### src/rtl/vst_pkg.sv
package vst_pkg;

  typedef enum logic {
    PH_SYNC   = 1'b0,
    PH_STREAM = 1'b1
  } vst_phase_e;

  typedef struct packed {
    logic oe;
    logic val;
  } vst_drive_t;

  localparam vst_drive_t DRIVE_RELEASED = '{oe: 1'b0, val: 1'b1};

endpackage

### src/rtl/vst_edge_det.sv
module vst_edge_det (
  input  logic clk_i,
  input  logic rst_ni,
  input  logic lvl_i,
  output logic rise_o
);

  logic lvl_q;

  always_ff @(posedge clk_i or negedge rst_ni) begin
    if (!rst_ni) lvl_q <= 1'b0;
    else         lvl_q <= lvl_i;
  end

  assign rise_o = lvl_i & ~lvl_q;

endmodule

### src/rtl/vst_slot_ctrl.sv
module vst_slot_ctrl
  import vst_pkg::*;
#(
  parameter int unsigned INIT_PULSES = 9,
  parameter int unsigned DATA_W      = 8,
  localparam int unsigned CNT_W      = $clog2(INIT_PULSES + 1),
  localparam int unsigned SLOT_W     = $clog2(DATA_W + 1)
) (
  input  logic              clk_i,
  input  logic              rst_ni,
  input  logic              en_i,
  input  logic              rise_i,
  output logic              step_o,
  output logic [SLOT_W-1:0] next_slot_o
);

  localparam logic [SLOT_W-1:0] GAP_SLOT  = SLOT_W'(DATA_W);
  localparam logic [CNT_W-1:0]  SYNC_LAST = CNT_W'(INIT_PULSES - 1);

  vst_phase_e        phase_q;
  logic [CNT_W-1:0]  sync_cnt_q;
  logic [SLOT_W-1:0] slot_q;

  assign step_o      = en_i & rise_i & (phase_q == PH_STREAM);
  // slot_q parks on the gap slot so the first stream step lands on slot 0
  assign next_slot_o = (slot_q == GAP_SLOT) ? '0 : slot_q + 1'b1;

  always_ff @(posedge clk_i or negedge rst_ni) begin
    if (!rst_ni) begin
      phase_q    <= PH_SYNC;
      sync_cnt_q <= '0;
      slot_q     <= GAP_SLOT;
    end else if (!en_i) begin
      phase_q    <= PH_SYNC;
      sync_cnt_q <= '0;
      slot_q     <= GAP_SLOT;
    end else if (rise_i) begin
      if (phase_q == PH_SYNC) begin
        sync_cnt_q <= sync_cnt_q + 1'b1;
        if (sync_cnt_q == SYNC_LAST) phase_q <= PH_STREAM;
      end else begin
        slot_q <= next_slot_o;
      end
    end
  end

endmodule

### src/rtl/vst_addr_ctr.sv
module vst_addr_ctr #(
  parameter int unsigned DEPTH  = 128,
  localparam int unsigned ADDR_W = $clog2(DEPTH)
) (
  input  logic              clk_i,
  input  logic              rst_ni,
  input  logic              clr_i,
  input  logic              inc_i,
  output logic [ADDR_W-1:0] addr_o
);

  localparam logic [ADDR_W-1:0] LAST = ADDR_W'(DEPTH - 1);

  logic [ADDR_W-1:0] addr_q;

  always_ff @(posedge clk_i or negedge rst_ni) begin
    if (!rst_ni)     addr_q <= '0;
    else if (clr_i)  addr_q <= '0;
    else if (inc_i)  addr_q <= (addr_q == LAST) ? '0 : addr_q + 1'b1;
  end

  assign addr_o = addr_q;

endmodule

### src/rtl/vclk_stream_tx.sv
module vclk_stream_tx
  import vst_pkg::*;
#(
  parameter int unsigned DEPTH       = 128,
  parameter int unsigned DATA_W      = 8,
  parameter int unsigned INIT_PULSES = 9,
  localparam int unsigned ADDR_W     = $clog2(DEPTH),
  localparam int unsigned SLOT_W     = $clog2(DATA_W + 1)
) (
  input  logic              clk_i,
  input  logic              rst_ni,
  input  logic              vclk_i,
  input  logic              en_i,
  input  logic [DATA_W-1:0] rd_data_i,
  output logic [ADDR_W-1:0] rd_addr_o,
  output logic              sda_o,
  output logic              sda_oe_o
);

  localparam logic [SLOT_W-1:0] GAP_SLOT = SLOT_W'(DATA_W);

  logic              vclk_rise;
  logic              step;
  logic [SLOT_W-1:0] next_slot;
  logic              gap_step;
  logic [DATA_W-1:0] shifted;
  vst_drive_t        drive_d, drive_q;

  vst_edge_det u_edge (
    .clk_i  (clk_i),
    .rst_ni (rst_ni),
    .lvl_i  (vclk_i),
    .rise_o (vclk_rise)
  );

  vst_slot_ctrl #(
    .INIT_PULSES (INIT_PULSES),
    .DATA_W      (DATA_W)
  ) u_slot (
    .clk_i       (clk_i),
    .rst_ni      (rst_ni),
    .en_i        (en_i),
    .rise_i      (vclk_rise),
    .step_o      (step),
    .next_slot_o (next_slot)
  );

  assign gap_step = step & (next_slot == GAP_SLOT);

  vst_addr_ctr #(
    .DEPTH (DEPTH)
  ) u_addr (
    .clk_i  (clk_i),
    .rst_ni (rst_ni),
    .clr_i  (~en_i),
    .inc_i  (gap_step),
    .addr_o (rd_addr_o)
  );

  // MSB-first bit pick without a variable-width index
  assign shifted = rd_data_i << next_slot;

  always_comb begin
    drive_d = drive_q;
    if (!en_i) begin
      drive_d = DRIVE_RELEASED;
    end else if (step) begin
      if (next_slot == GAP_SLOT) drive_d = DRIVE_RELEASED;
      else                       drive_d = '{oe: 1'b1, val: shifted[DATA_W-1]};
    end
  end

  always_ff @(posedge clk_i or negedge rst_ni) begin
    if (!rst_ni) drive_q <= DRIVE_RELEASED;
    else         drive_q <= drive_d;
  end

  assign sda_o    = drive_q.val;
  assign sda_oe_o = drive_q.oe;

endmodule

### config.mk
export PLATFORM = sky130hd
export DESIGN_NAME = vclk_stream_tx
export DESIGN_NICKNAME = d
export VERILOG_FILES = /design/src/rtl/vst_pkg.sv /design/src/rtl/vst_edge_det.sv /design/src/rtl/vst_slot_ctrl.sv /design/src/rtl/vst_addr_ctr.sv /design/src/rtl/vclk_stream_tx.sv
export SDC_FILE = /design/constraint.sdc
export NUM_CORES = 1
export LEC_CHECK = 0
export BUFFER_PORTS_ARGS = -buffer_cell sky130_fd_sc_hd__buf_4
export CORE_MARGIN = 8
export CORE_UTILIZATION = 40
export CTS_BUF_LIST = sky130_fd_sc_hd__clkbuf_4
export CTS_CLUSTER_DIAMETER = 50
export CTS_CLUSTER_SIZE = 30
export DETAILED_ROUTE_END_ITERATION = 16
export GPL_TIMING_DRIVEN = 0
export MAX_ROUTING_LAYER = met4
export SYNTH_ARGS = -nofsm -noshare
export SYNTH_HDL_FRONTEND = slang
export SYNTH_HIERARCHICAL = 1
export SYNTH_SLANG_ARGS = --single-unit
### constraint.sdc
create_clock -name clk_i -period 3.09 [get_ports clk_i]
set_clock_uncertainty 0.05 [all_clocks]
set_input_delay 0.618 -clock clk_i [delete_from_list [all_inputs] [get_ports clk_i]]
set_output_delay 0.618 -clock clk_i [all_outputs]
set_load 0.02 [all_outputs]
-- Word-level counts from Yosys, hierarchy flattened
Cells that the tools add are included.
- $add $sub $neg: 3
- reductions and logical operators: 2
- bitwise gates (word level): 5
- equal/unequal tests: 9
- shifts and indexed selects: 1
- multiplexer cells: 17
- operators with widths (operator ; count):
    2-to-1 mux 4 bit ; 7
    2-to-1 mux 7 bit ; 3
    == test 4 bit (second input constant) ; 3
    adder 4 x 1 -> 4 bit (second input constant) ; 2
    inequality test 2 x 1 -> 1 bit (second input constant) ; 4
    left shift 8 x 4 -> 8 bit ; 1
    adder 7 x 1 -> 7 bit (second input constant) ; 1
    == test 7 bit (second input constant) ; 1
    2-to-1 mux 2 bit ; 3
    AND 1 bit ; 4
    2-to-1 mux 1 bit ; 4
    AND reduction 2 bit ; 2
    inequality test 2 bit (second input constant) ; 1
    NOT 1 bit ; 1
- output and inout port bits: 9
- word-level logic and storage cells: 44
- bits of input ports: 12
- flip-flop bits (word level): 19

-- Logic depth before layout (Yosys ltp)
Gate-level depths: netlist of run 1.
- depth in word-level cells: 7
- depth in mapped cells: 11
- depth with buffers taken out: 10

-- Modules after synthesis
The synthesis of run 1 kept the hierarchy.
- by module, submodules not included (module ; cells each ; instances ; area an instance (sq um) ; sequential area each (sq um)):
    vst_slot_ctrl ; 59 ; 1 ; 551.8 ; 226.5
    vst_addr_ctr ; 37 ; 1 ; 364.1 ; 175.2
    vclk_stream_tx ; 22 ; 1 ; 191.4 ; 51.3
    vst_edge_det ; 2 ; 1 ; 38.8 ; 25.0

-- Worst setup path after synthesis of run 1
Ideal clock, no wire load.
- path kind: reg-to-reg
- from: register u_slot.slot_q[0]
- to: register u_addr.addr_q[5], in the netlist u_addr/addr_o[5]
- setup slack: 0.570 ns
- arrival: 2.388 ns
- cell stages (with the launch flop): 11
- path buffers: 1
- setup time: 0.082 ns
- data required time: 2.958 ns
- period minus slack after synthesis: 2.520 ns
- cells stage by stage: dfrtp_1 > inv_1 > ha_1 > a21oi_1 > mux2_2 > or4b_4 > nor2_1 > clkbuf_2 > nand4_1 > or3_1 > a31oi_1
- longest elaborated chain between the ends: 5
- elaborated cells between the ends (all ways): 6
- classes of those cells: add/sub (1); eq/ne (3); mux (1); bitwise (1)
- RTL lines (item ; RTL line ; RTL):
    start, declared ; vst_slot_ctrl.sv:22 ; logic [SLOT_W-1:0] slot_q;
    start signal, assigned ; vst_slot_ctrl.sv:42 ; slot_q <= next_slot_o;
    adder 4 x 1 -> 4 bit / == test 4 bit (equally long branches) ; vst_slot_ctrl.sv:26 ; assign next_slot_o = (slot_q == GAP_SLOT) ? '0 : slot_q + 1'b1;
    2-to-1 mux 4 bit (*) ; vst_slot_ctrl.sv:26 ;
    net next_slot[2] ; vclk_stream_tx.sv:24 ; logic [SLOT_W-1:0] next_slot;
    == test 4 bit (*) ; vclk_stream_tx.sv:48 ; assign gap_step = step & (next_slot == GAP_SLOT);
    AND 1 bit (*) ; vclk_stream_tx.sv:48 ;
    net gap_step ; vclk_stream_tx.sv:25 ; logic gap_step;
    inequality test 2 x 1 -> 1 bit (no source line) (*) ; -- ;
    end signal, assigned ; vst_addr_ctr.sv:19 ; else if (inc_i) addr_q <= (addr_q == LAST) ? '0 : addr_q + 1'b1;
    end, declared ; vst_addr_ctr.sv:14 ; logic [ADDR_W-1:0] addr_q;
Mark *: on every way through the listed nets, which the timed path passes. The rest lies on a longest branch.
A chain may end at the register's enable or synchronous reset.

-- Final worst setup path of run 1
Ends and elaborated chain as after synthesis.

==> results of run 1 <==
[per-layer routing]
layer / vias to the layer above / routed length, microns / GRT usage, %
li1: 473 / - / -
met1: 447 / 1180 / 13.0
met2: 20 / 1010 / 15.9
met3: 4 / 83 / 2.43
met4: 0 / 50 / 6.15
met5: - / 0 / -
[logic make-up after synthesis]
| kind of cell | count (synthesis) | share of synthesized area (%) |
|---|---|---|
| and+or+nand+nor | 45 | 23.4 |
| muxes | 5 | 4.59 |
| AOI/OAI and AO/OA | 28 | 16.3 |
| DFF | 19 | 41.7 |
| adders and majority gates | 5 | 5.46 |
| xor gates and xnor gates | 5 | 3.82 |
| buffers and inverters | 13 | 4.80 |
[cells in the final DEF (no fill, tap or decap), types with 2 or more instances in the layout]
cell	Yosys	routed
nand3_1	4	4
inv_1	10	10
or3_1	3	3
a21oi_1	7	7
nor2_1	7	7
o31ai_1	2	2
mux2i_1	3	3
o21ai_0	6	6
nand2b_1	4	4
clkbuf_4	0	4
ha_1	5	5
dfstp_2	2	2
nor2b_1	3	3
and2_1	3	3
a21boi_1	2	2
dfrtp_1	17	17
buf_4	1	21
mux2_2	2	2
xnor2_1	2	2
nand4_1	4	4
xor2_1	3	3
nand2_1	9	9
[where the power goes]
| part | internal (mW) | leakage [nW] | total, mW | switching (mW) |
|---|---|---|---|---|
| registers | 0.252 | 0.255 | 0.256 | 0.00401 |
| clock network | 0.0591 | 0.0184 | 0.137 | 0.0779 |
| logic | 0.0192 | 0.355 | 0.0372 | 0.0180 |
| total | 0.330 | 0.629 | 0.430 | 0.0999 |
[area by class of cell]
class                           count  area, sq um  share of cell area (%)
Buffer                              3         17.5                    1.28
Timing Repair Buffer               20          150                    11.0
Tap cell                           31         38.8                    2.84
Inverter                           10         37.5                    2.75
Clock buffer                        4         30.0                    2.20
Multi-Input combinational cell     88          613                    44.9
Sequential cell                    19          478                    35.0
[through the flow]
stage / area, sq um / total power, mW / hold slack [ps] / std cells
floorplan: 1150 / 0.277 / 272 / 120
global route: 1370 / 0.456 / 111 / 175
global placement: 1340 / 0.298 / 458 / 171
detailed placement: 1340 / 0.299 / 461 / 171
finish: 1370 / 0.430 / 117 / 175
CTS: 1370 / 0.438 / 119 / 175
[sequential cells by signal (all words and copies together) (netlist names)]
| name | flops |
|---|---|
| u_slot/phase_q | 1 |
| u_edge/lvl_q | 1 |
| sda_oe_o | 1 |
| u_slot/slot_q | 4 |
| u_addr/addr_o | 7 |
| u_slot/sync_cnt_q | 4 |
| sda_o | 1 |
[final timing paths]
kind	start	endpoint	slack, ps	cells after the start
min in group clk_i	vclk_i	u_edge/lvl_q$_DFF_PN0_	380	1
max in group asynchronous	rst_ni	u_slot/slot_q[3]$_DFFE_PN1P_	2600	1
worst min register to register	sda_oe_o$_DFFE_PN0P_	sda_oe_o$_DFFE_PN0P_	500	2
worst max register to register	u_slot/slot_q[0]$_DFFE_PN0P_	u_addr/addr_o[5]$_DFFE_PN0P_	330	10
worst max-delay path	u_slot/slot_q[0]$_DFFE_PN0P_	u_addr/addr_o[5]$_DFFE_PN0P_	330	10
worst min-delay path	rst_ni	u_addr/addr_o[6]$_DFFE_PN0P_	120	1
[worst reg2reg max path: stages, from the launching register on]
cell      delay [ps]
dfrtp_1          470
inv_1             90
ha_1             200
a21oi_1           80
mux2_2           340
or4b_4           510
nor2_1           130
clkbuf_2         210
nand4_1          130
or3_1            330
a31oi_1          160
==> results.py, run 1 <==
metrics = {
    "run_status": {
        "status": "finished clean",
    },
    "min_path": {
        "hold_path.class": "in -> async",
    },
    "job": {
        "maxCapViolCount": 0,
    },
    "global_routing": {
        "grt-ovfl-total": 0,
        "grt_usage_pct": 10.7,
        "grt_pass1_wl_mm": 4.25,
        "antenna_found_initial": 0,
        "grt_pass1_vias": 934,
        "grt_max_degree": 20,
    },
    "route": {
        "wl_per_cell_microns": 13.3,
        "drtAntennaViolNets": 0,
        "via_per_inst": 5.39,
        "vias": 944,
        "drc": 0,
        "drt_pass1_iterations": 2,
        "drt_iter0_markers": 41,
        "wl_mm": 2.32,
    },
    "logic_synthesis": {
        "synth_common_cells": "17 x dfrtp_1, 10 x inv_1, 9 x nand2_1",
        "async_flop_share_pct": 100,
        "synth_cells": 120,
        "yosys_register_bits": 19,
        "yosys.area.top_type": "dfrtp_1",
        "ys_warn_count": 6,
        "synth_area_sq_um": 1150,
        "synth_edf_count": 0,
        "yosys-top-cells-area": "dfrtp_1 37%, ha_1 5.5%, dfstp_2 4.6%",
        "netlist-cell-type-count": 42,
        "ys.flop_type": "dfrtp_1",
        "synth_most_common_cell": "dfrtp_1",
        "yosys.area.top_type_share_pct": 37.1,
        "synth-seq-area-share_pct": 41.7,
        "avgSynthCellArea_sq_um": 9.55,
        "synth_nets": 137,
    },
    "cells_and_area": {
        "layout-drive-gt1-share_pct": 25.0,
        "fill_cells": 272,
        "final_util_pct": 49.9,
        "syn_to_final_growth_pct": 19.1,
        "num_antenna_cells": 0,
        "nNetsFinal": 162,
    },
    "cts": {
        "cts_tree": "built",
        "cts.root.buffer_cell": "clkbuf_4",
        "hold_buffers": 0,
        "clk_path_buf_depth": 2,
        "worst_skew_pair.late_latency_ps": 300,
        "ctsResizeCount": 0,
        "htreeDepth": 1,
        "cts_setup_buffers": 0,
        "cts-buffers-inserted": 3,
        "clock_sinks": 19,
        "cts.clk_slew.worst_paths_ps": 110,
    },
    "worst_setup_path": {
        "cp_top_family": "simple AND/OR/NAND/NOR gates",
        "crit_slowest_cell": "or4b_4",
        "crit_path_max_fanout": 9,
        "start_kind": "flip-flop",
        "end_kind": "flip-flop",
        "timing.critical_path.buf_inv": 2,
        "required_ps": 3270,
        "arrival_ps": 2940,
        "crit_chain": "inv_1, ha_1, a21oi_1, mux2_2, or4b_4, nor2_1, clkbuf_2, nand4_1, or3_1, a31oi_1",
        "slowest_delay_ps": 510,
        "path_class": "reg -> reg",
    },
    "placed_design": {
        "io_buffers": 20,
        "place_congestion": 0.813,
        "pre_cts_slack_ps": 380,
        "dp_hpwl_mm": 1.74,
    },
    "die": {
        "die_area_sq_um": 4830,
        "start_util_pct": 41.9,
        "chipHeight_microns": 69.5,
        "rows": 19,
        "core_area_sq_um": 2730,
        "ios": 21,
        "die_w_microns": 69.5,
    },
    "timing": {
        "fin_tns_setup_ps": 0,
        "max_freq_mhz": 363,
        "tightest_slew_ps": 358,
        "setup_ws_ps": 332,
        "setup_violations": 0,
        "hold_viol": 0,
        "slew_violations": 0,
        "fin_crit_sh_pct": 89.3,
        "period_needed_ps": 2760,
        "relSlewSlack_pct": 76.1,
        "rsz0062_at_grt": "no",
    },
    "power_and_ir_drop": {
        "vdd_drop_max_mv": 0.196,
        "p_leak_nw": 0.629,
        "p_per_area_nw_per_um2": 315,
    },
}
No activity file was read; power rests on OpenSTA's default activity.
==> run 2: changes to the inputs <==
clock period = 2.7 ns   (was 3.09 ns; I/O delays follow)
==> run 2 against run 1 <==
Critical path depth is 1 lower; wire length is 2.1% higher; non-clock buffer count is 4 higher; sequential power is 14% higher; flip-flop and latch count stayed put; largest power group unchanged; highest routed layer unchanged.
==> results.py, run 2 (synthesized netlist as in run 1, its figures left out) <==
metrics = {
    "run_status": {
        "status": "finished clean",
    },
    "global_routing": {
        "grt_usage_pct": 10.8,
        "grt_pass1_wl_mm": 4.31,
        "antenna_found_initial": 0,
        "grt_pass1_vias": 946,
        "grt-ovfl-total": 0,
        "grt_max_degree": 20,
    },
    "route": {
        "wl_per_cell_microns": 13.3,
        "drt_pass1_iterations": 4,
        "drt_iter0_markers": 34,
        "via_per_inst": 5.34,
        "drtAntennaViolNets": 0,
        "wl_mm": 2.37,
        "vias": 955,
        "drc": 0,
    },
    "timing": {
        "tightest_slew_ps": 361,
        "period_needed_ps": 2580,
        "fin_hold_ws_ps": 36.2,
        "relSlewSlack_pct": 75.9,
        "fin_crit_sh_pct": 95.5,
        "slew_violations": 0,
        "fin_tns_setup_ps": 0,
        "rsz0062_at_grt": "no",
        "setup_ws_ps": 122,
        "setup_violations": 0,
        "hold_viol": 0,
        "max_freq_mhz": 388,
    },
    "cts": {
        "cts.root.buffer_cell": "clkbuf_4",
        "cts_tree": "built",
        "worst_skew_pair.late_latency_ps": 300,
        "clk_path_buf_depth": 2,
        "clock_sinks": 19,
        "hold_buffers": 0,
        "cts.clk_slew.worst_paths_ps": 110,
        "cts-buffers-inserted": 3,
        "htreeDepth": 1,
    },
    "cells_and_area": {
        "finalInstanceArea_sq_um": 1410,
        "syn_to_final_growth_pct": 23.4,
        "fill_cells": 267,
        "num_antenna_cells": 0,
        "final_util_pct": 51.7,
        "layout-drive-gt1-share_pct": 28.4,
        "mostFrequentLayoutCells": "25 x buf_4, 16 x dfrtp_1, 10 x inv_1",
        "largest_reg_flops": 7,
        "regArea_sq_um": 479,
        "nNetsFinal": 166,
        "multi_input_area_sq_um": 624,
        "final_cells": 179,
        "final_common_cell": "buf_4",
    },
    "worst_setup_path": {
        "cp_top_family": "simple AND/OR/NAND/NOR gates",
        "required_ps": 2890,
        "start_kind": "flip-flop",
        "crit_slowest_cell": "or4b_4",
        "arrival_ps": 2760,
        "end_kind": "flip-flop",
        "crit_path_max_fanout": 9,
        "path_class": "reg -> reg",
        "timing.critical_path.buf_inv": 2,
        "slowest_delay_ps": 520,
        "r2r_slack_ps": 120,
        "critPathLaunch": "u_slot/slot_q[0]$_DFFE_PN0P_",
        "crit_chain": "buf_4, ha_1, mux2_4, or4b_4, nor2_4, buf_6, nand4_1, or3_1, a31oi_1",
        "reg2reg_from": "u_slot/slot_q[0]$_DFFE_PN0P_",
    },
    "die": {
        "start_util_pct": 41.9,
        "chipHeight_microns": 69.5,
        "die_area_sq_um": 4830,
        "die_w_microns": 69.5,
        "ios": 21,
        "rows": 19,
        "core_area_sq_um": 2730,
    },
    "placed_design": {
        "place_congestion": 0.813,
        "post_dp_cell_area_sq_um": 1340,
        "pre_cts_slack_ps": -10.5,
        "io_buffers": 20,
        "place_inst": 171,
        "dp_hpwl_mm": 1.74,
    },
    "power_and_ir_drop": {
        "finalPower_uw": 494,
        "p_per_area_nw_per_um2": 349,
        "vdd_drop_max_mv": 0.247,
        "p_leak_nw": 0.651,
    },
    "job": {
        "maxCapViolCount": 0,
    },
    "min_path": {
        "hold_path.class": "in -> async",
    },
}
-- run 2: power breakdown --
group          switching [mW]  leakage (nW)  internal, mW  total, mW
registers             0.00461         0.253         0.289      0.293
logic                  0.0205         0.380        0.0220     0.0425
clock network          0.0907        0.0184        0.0676      0.158
-- run 2: layer usage --
layer	track usage, %	share of wire, %	vias to the layer above
met2	16.2	43	23
met3	2.43	3.8	4
met4	6.15	2.1	0
met5	-	0	-
li1	-	-	481
met1	13.0	51	447
-- run 2: final cells by class --
cell class,count,area share (%)
inverter,10,2.65
clock buffer,4,2.12
buffer,3,1.68
tap,31,2.74
sequential,19,33.9
multi-input combinational,88,44.2
timing repair buffer,24,12.7
-- run 2: final timing paths --
check | endpoint | cells past startpoint
hold reg to reg | sda_oe_o$_DFFE_PN0P_ | 2
min in group clk_i | u_edge/lvl_q$_DFF_PN0_ | 1
setup / recovery | u_addr/addr_o[5]$_DFFE_PN0P_ | 9
max in group asynchronous | u_slot/slot_q[3]$_DFFE_PN1P_ | 1
setup reg to reg | u_addr/addr_o[5]$_DFFE_PN0P_ | 9
hold / removal | u_addr/addr_o[4]$_DFFE_PN0P_ | 1
-- run 2: what timing repair did --
action                                  CTS  global route
pin swaps                                 0             0
resized for setup                         2             5
setup buffers                             2             2
cloned                                    0             0
endpoints found under the setup margin    1             3
-- run 2: worst reg2reg max path, cell delays in order (launching register included) --
cell	delay (ps)
dfrtp_2	430
buf_4	140
ha_1	200
mux2_4	340
or4b_4	520
nor2_4	110
buf_6	130
nand4_1	110
or3_1	320
a31oi_1	150
==> run 3: changes to the inputs <==
CTS_BUF_LIST = unset   (was sky130_fd_sc_hd__clkbuf_4)
==> run 3 against run 2 <==
Final area down 0.27%; final cell count unchanged; flip-flop and latch count unchanged; utilization down 0.14 points; worst hold slack better by 3.4 ps.
==> results.py, run 3 (synthesized netlist as in run 1, its figures left out) <==
metrics = {
    "cts": {
        "cts.root.buffer_cell": "clkbuf_4",
        "cts-buffers-inserted": 3,
        "cts.clk_slew.worst_paths_ps": 120,
        "worst_skew_pair.late_latency_ps": 300,
        "hold_buffers": 0,
        "clock_sinks": 19,
        "htreeDepth": 1,
        "cts_tree": "built",
        "clk_path_buf_depth": 2,
    },
    "cells_and_area": {
        "syn_to_final_growth_pct": 23.0,
        "final_common_cell": "buf_4",
        "finalInstanceArea_sq_um": 1410,
        "largest_reg_flops": 7,
        "layout-drive-gt1-share_pct": 27.7,
        "num_antenna_cells": 0,
        "nNetsFinal": 166,
        "mostFrequentLayoutCells": "25 x buf_4, 16 x dfrtp_1, 10 x inv_1",
        "fill_cells": 268,
    },
    "die": {
        "die_w_microns": 69.5,
        "die_area_sq_um": 4830,
        "start_util_pct": 41.9,
        "chipHeight_microns": 69.5,
        "core_area_sq_um": 2730,
        "rows": 19,
        "ios": 21,
    },
    "timing": {
        "hold_viol": 0,
        "relSlewSlack_pct": 76.2,
        "period_needed_ps": 2590,
        "setup_ws_ps": 114,
        "setup_violations": 0,
        "fin_crit_sh_pct": 95.8,
        "tightest_slew_ps": 355,
        "max_freq_mhz": 387,
        "rsz0062_at_grt": "no",
        "fin_tns_setup_ps": 0,
        "slew_violations": 0,
    },
    "power_and_ir_drop": {
        "p_sw_share_pct": 23.8,
        "power_switching_uw": 115,
        "p_per_area_nw_per_um2": 343,
        "seqPwrFrac_pct": 60.7,
        "comb_power_share_pct": 8.8,
        "p_leak_nw": 0.648,
        "clkPwrFrac_pct": 30.5,
        "cellInternalPower_uw": 368,
        "vdd_drop_max_mv": 0.230,
    },
    "placed_design": {
        "io_buffers": 20,
        "place_congestion": 0.813,
        "pre_cts_slack_ps": -10.5,
        "post_dp_cell_area_sq_um": 1340,
        "dp_hpwl_mm": 1.74,
    },
    "worst_setup_path": {
        "end_kind": "flip-flop",
        "path_class": "reg -> reg",
        "start_kind": "flip-flop",
        "crit_path_max_fanout": 9,
        "required_ps": 2880,
        "arrival_ps": 2770,
    },
    "route": {
        "via_per_inst": 5.31,
        "drc": 0,
        "drt_iter0_markers": 38,
        "wl_per_cell_microns": 13.3,
        "drtAntennaViolNets": 0,
        "drt_pass1_iterations": 4,
        "wl_mm": 2.38,
        "vias": 950,
    },
    "job": {
        "maxCapViolCount": 0,
    },
    "global_routing": {
        "antenna_found_initial": 0,
        "grt_max_degree": 20,
        "grt-ovfl-total": 0,
        "grt_pass1_vias": 943,
        "grt_usage_pct": 10.7,
        "grt_pass1_wl_mm": 4.29,
    },
    "run_status": {
        "status": "finished clean",
    },
    "min_path": {
        "hold_path.class": "in -> async",
    },
}
run 3: timing repair:
item                       in CTS  in global routing
setup buffers                   2                  2
hold endpoints to repair        0                  0
gates cloned                    0                  0
setup endpoints to repair       1                  3
resized for setup               2                  5
run 3: path summary, 6_finish.rpt:
path	startpoint	to	slack, ps	cells past startpoint
min reg2reg	sda_oe_o$_DFFE_PN0P_	sda_oe_o$_DFFE_PN0P_	500	2
max reg2reg	u_slot/slot_q[0]$_DFFE_PN0P_	u_addr/addr_o[5]$_DFFE_PN0P_	110	9
max	u_slot/slot_q[0]$_DFFE_PN0P_	u_addr/addr_o[5]$_DFFE_PN0P_	110	9
max in group asynchronous	rst_ni	u_slot/slot_q[3]$_DFFE_PN1P_	2290	1
min in group clk_i	vclk_i	u_edge/lvl_q$_DFF_PN0_	310	1
min	rst_ni	u_addr/addr_o[4]$_DFFE_PN0P_	40	1
run 3: per-stage QoR:
step	power [mW]	utilization, %	instances	hold WS, ps
final	0.483	51.6	179	39.6
after global routing	0.509	51.6	179	38.7
after detailed placement	0.342	48.8	171	383
after global placement	0.341	48.8	171	380
after floorplan	0.317	-	120	194
after CTS	0.489	50.5	177	47.6
run 3: worst max-delay path, stage by stage, from the launching register on:
cell and delay, ps:
dfrtp_2 440, buf_4 140, ha_1 200, mux2_4 340, or4b_4 520, nor2_4 110, buf_6 130, nand4_1 110
or3_1 320, a31oi_1 150
run 3: area by class of cell:
class / count / area (sq um) / share of cell area, %
buffer: 3 / 23.8 / 1.69
tap: 31 / 38.8 / 2.75
multi-input combinational: 88 / 624 / 44.3
inverter: 10 / 37.5 / 2.66
timing repair buffer: 24 / 180 / 12.8
sequential: 19 / 479 / 34.0
clock buffer: 4 / 26.3 / 1.86
run 3: routing by layer:
layer,global-route usage [%],vias up,wire (microns)
li1,-,482,-
met1,13.0,442,1210
met2,16.2,22,1040
met3,2.43,4,88
met4,5.47,0,50
met5,-,-,0
run 3: power groups by stage:
stage | Clock [mW] | Combinational, mW | Sequential [mW]
after detailed placement | 0 | 0.0435 | 0.299
after global placement | 0 | 0.0429 | 0.298
after global routing | 0.167 | 0.0483 | 0.294
after floorplan | 0 | 0.0173 | 0.300
final | 0.147 | 0.0425 | 0.293
after CTS | 0.152 | 0.0438 | 0.293
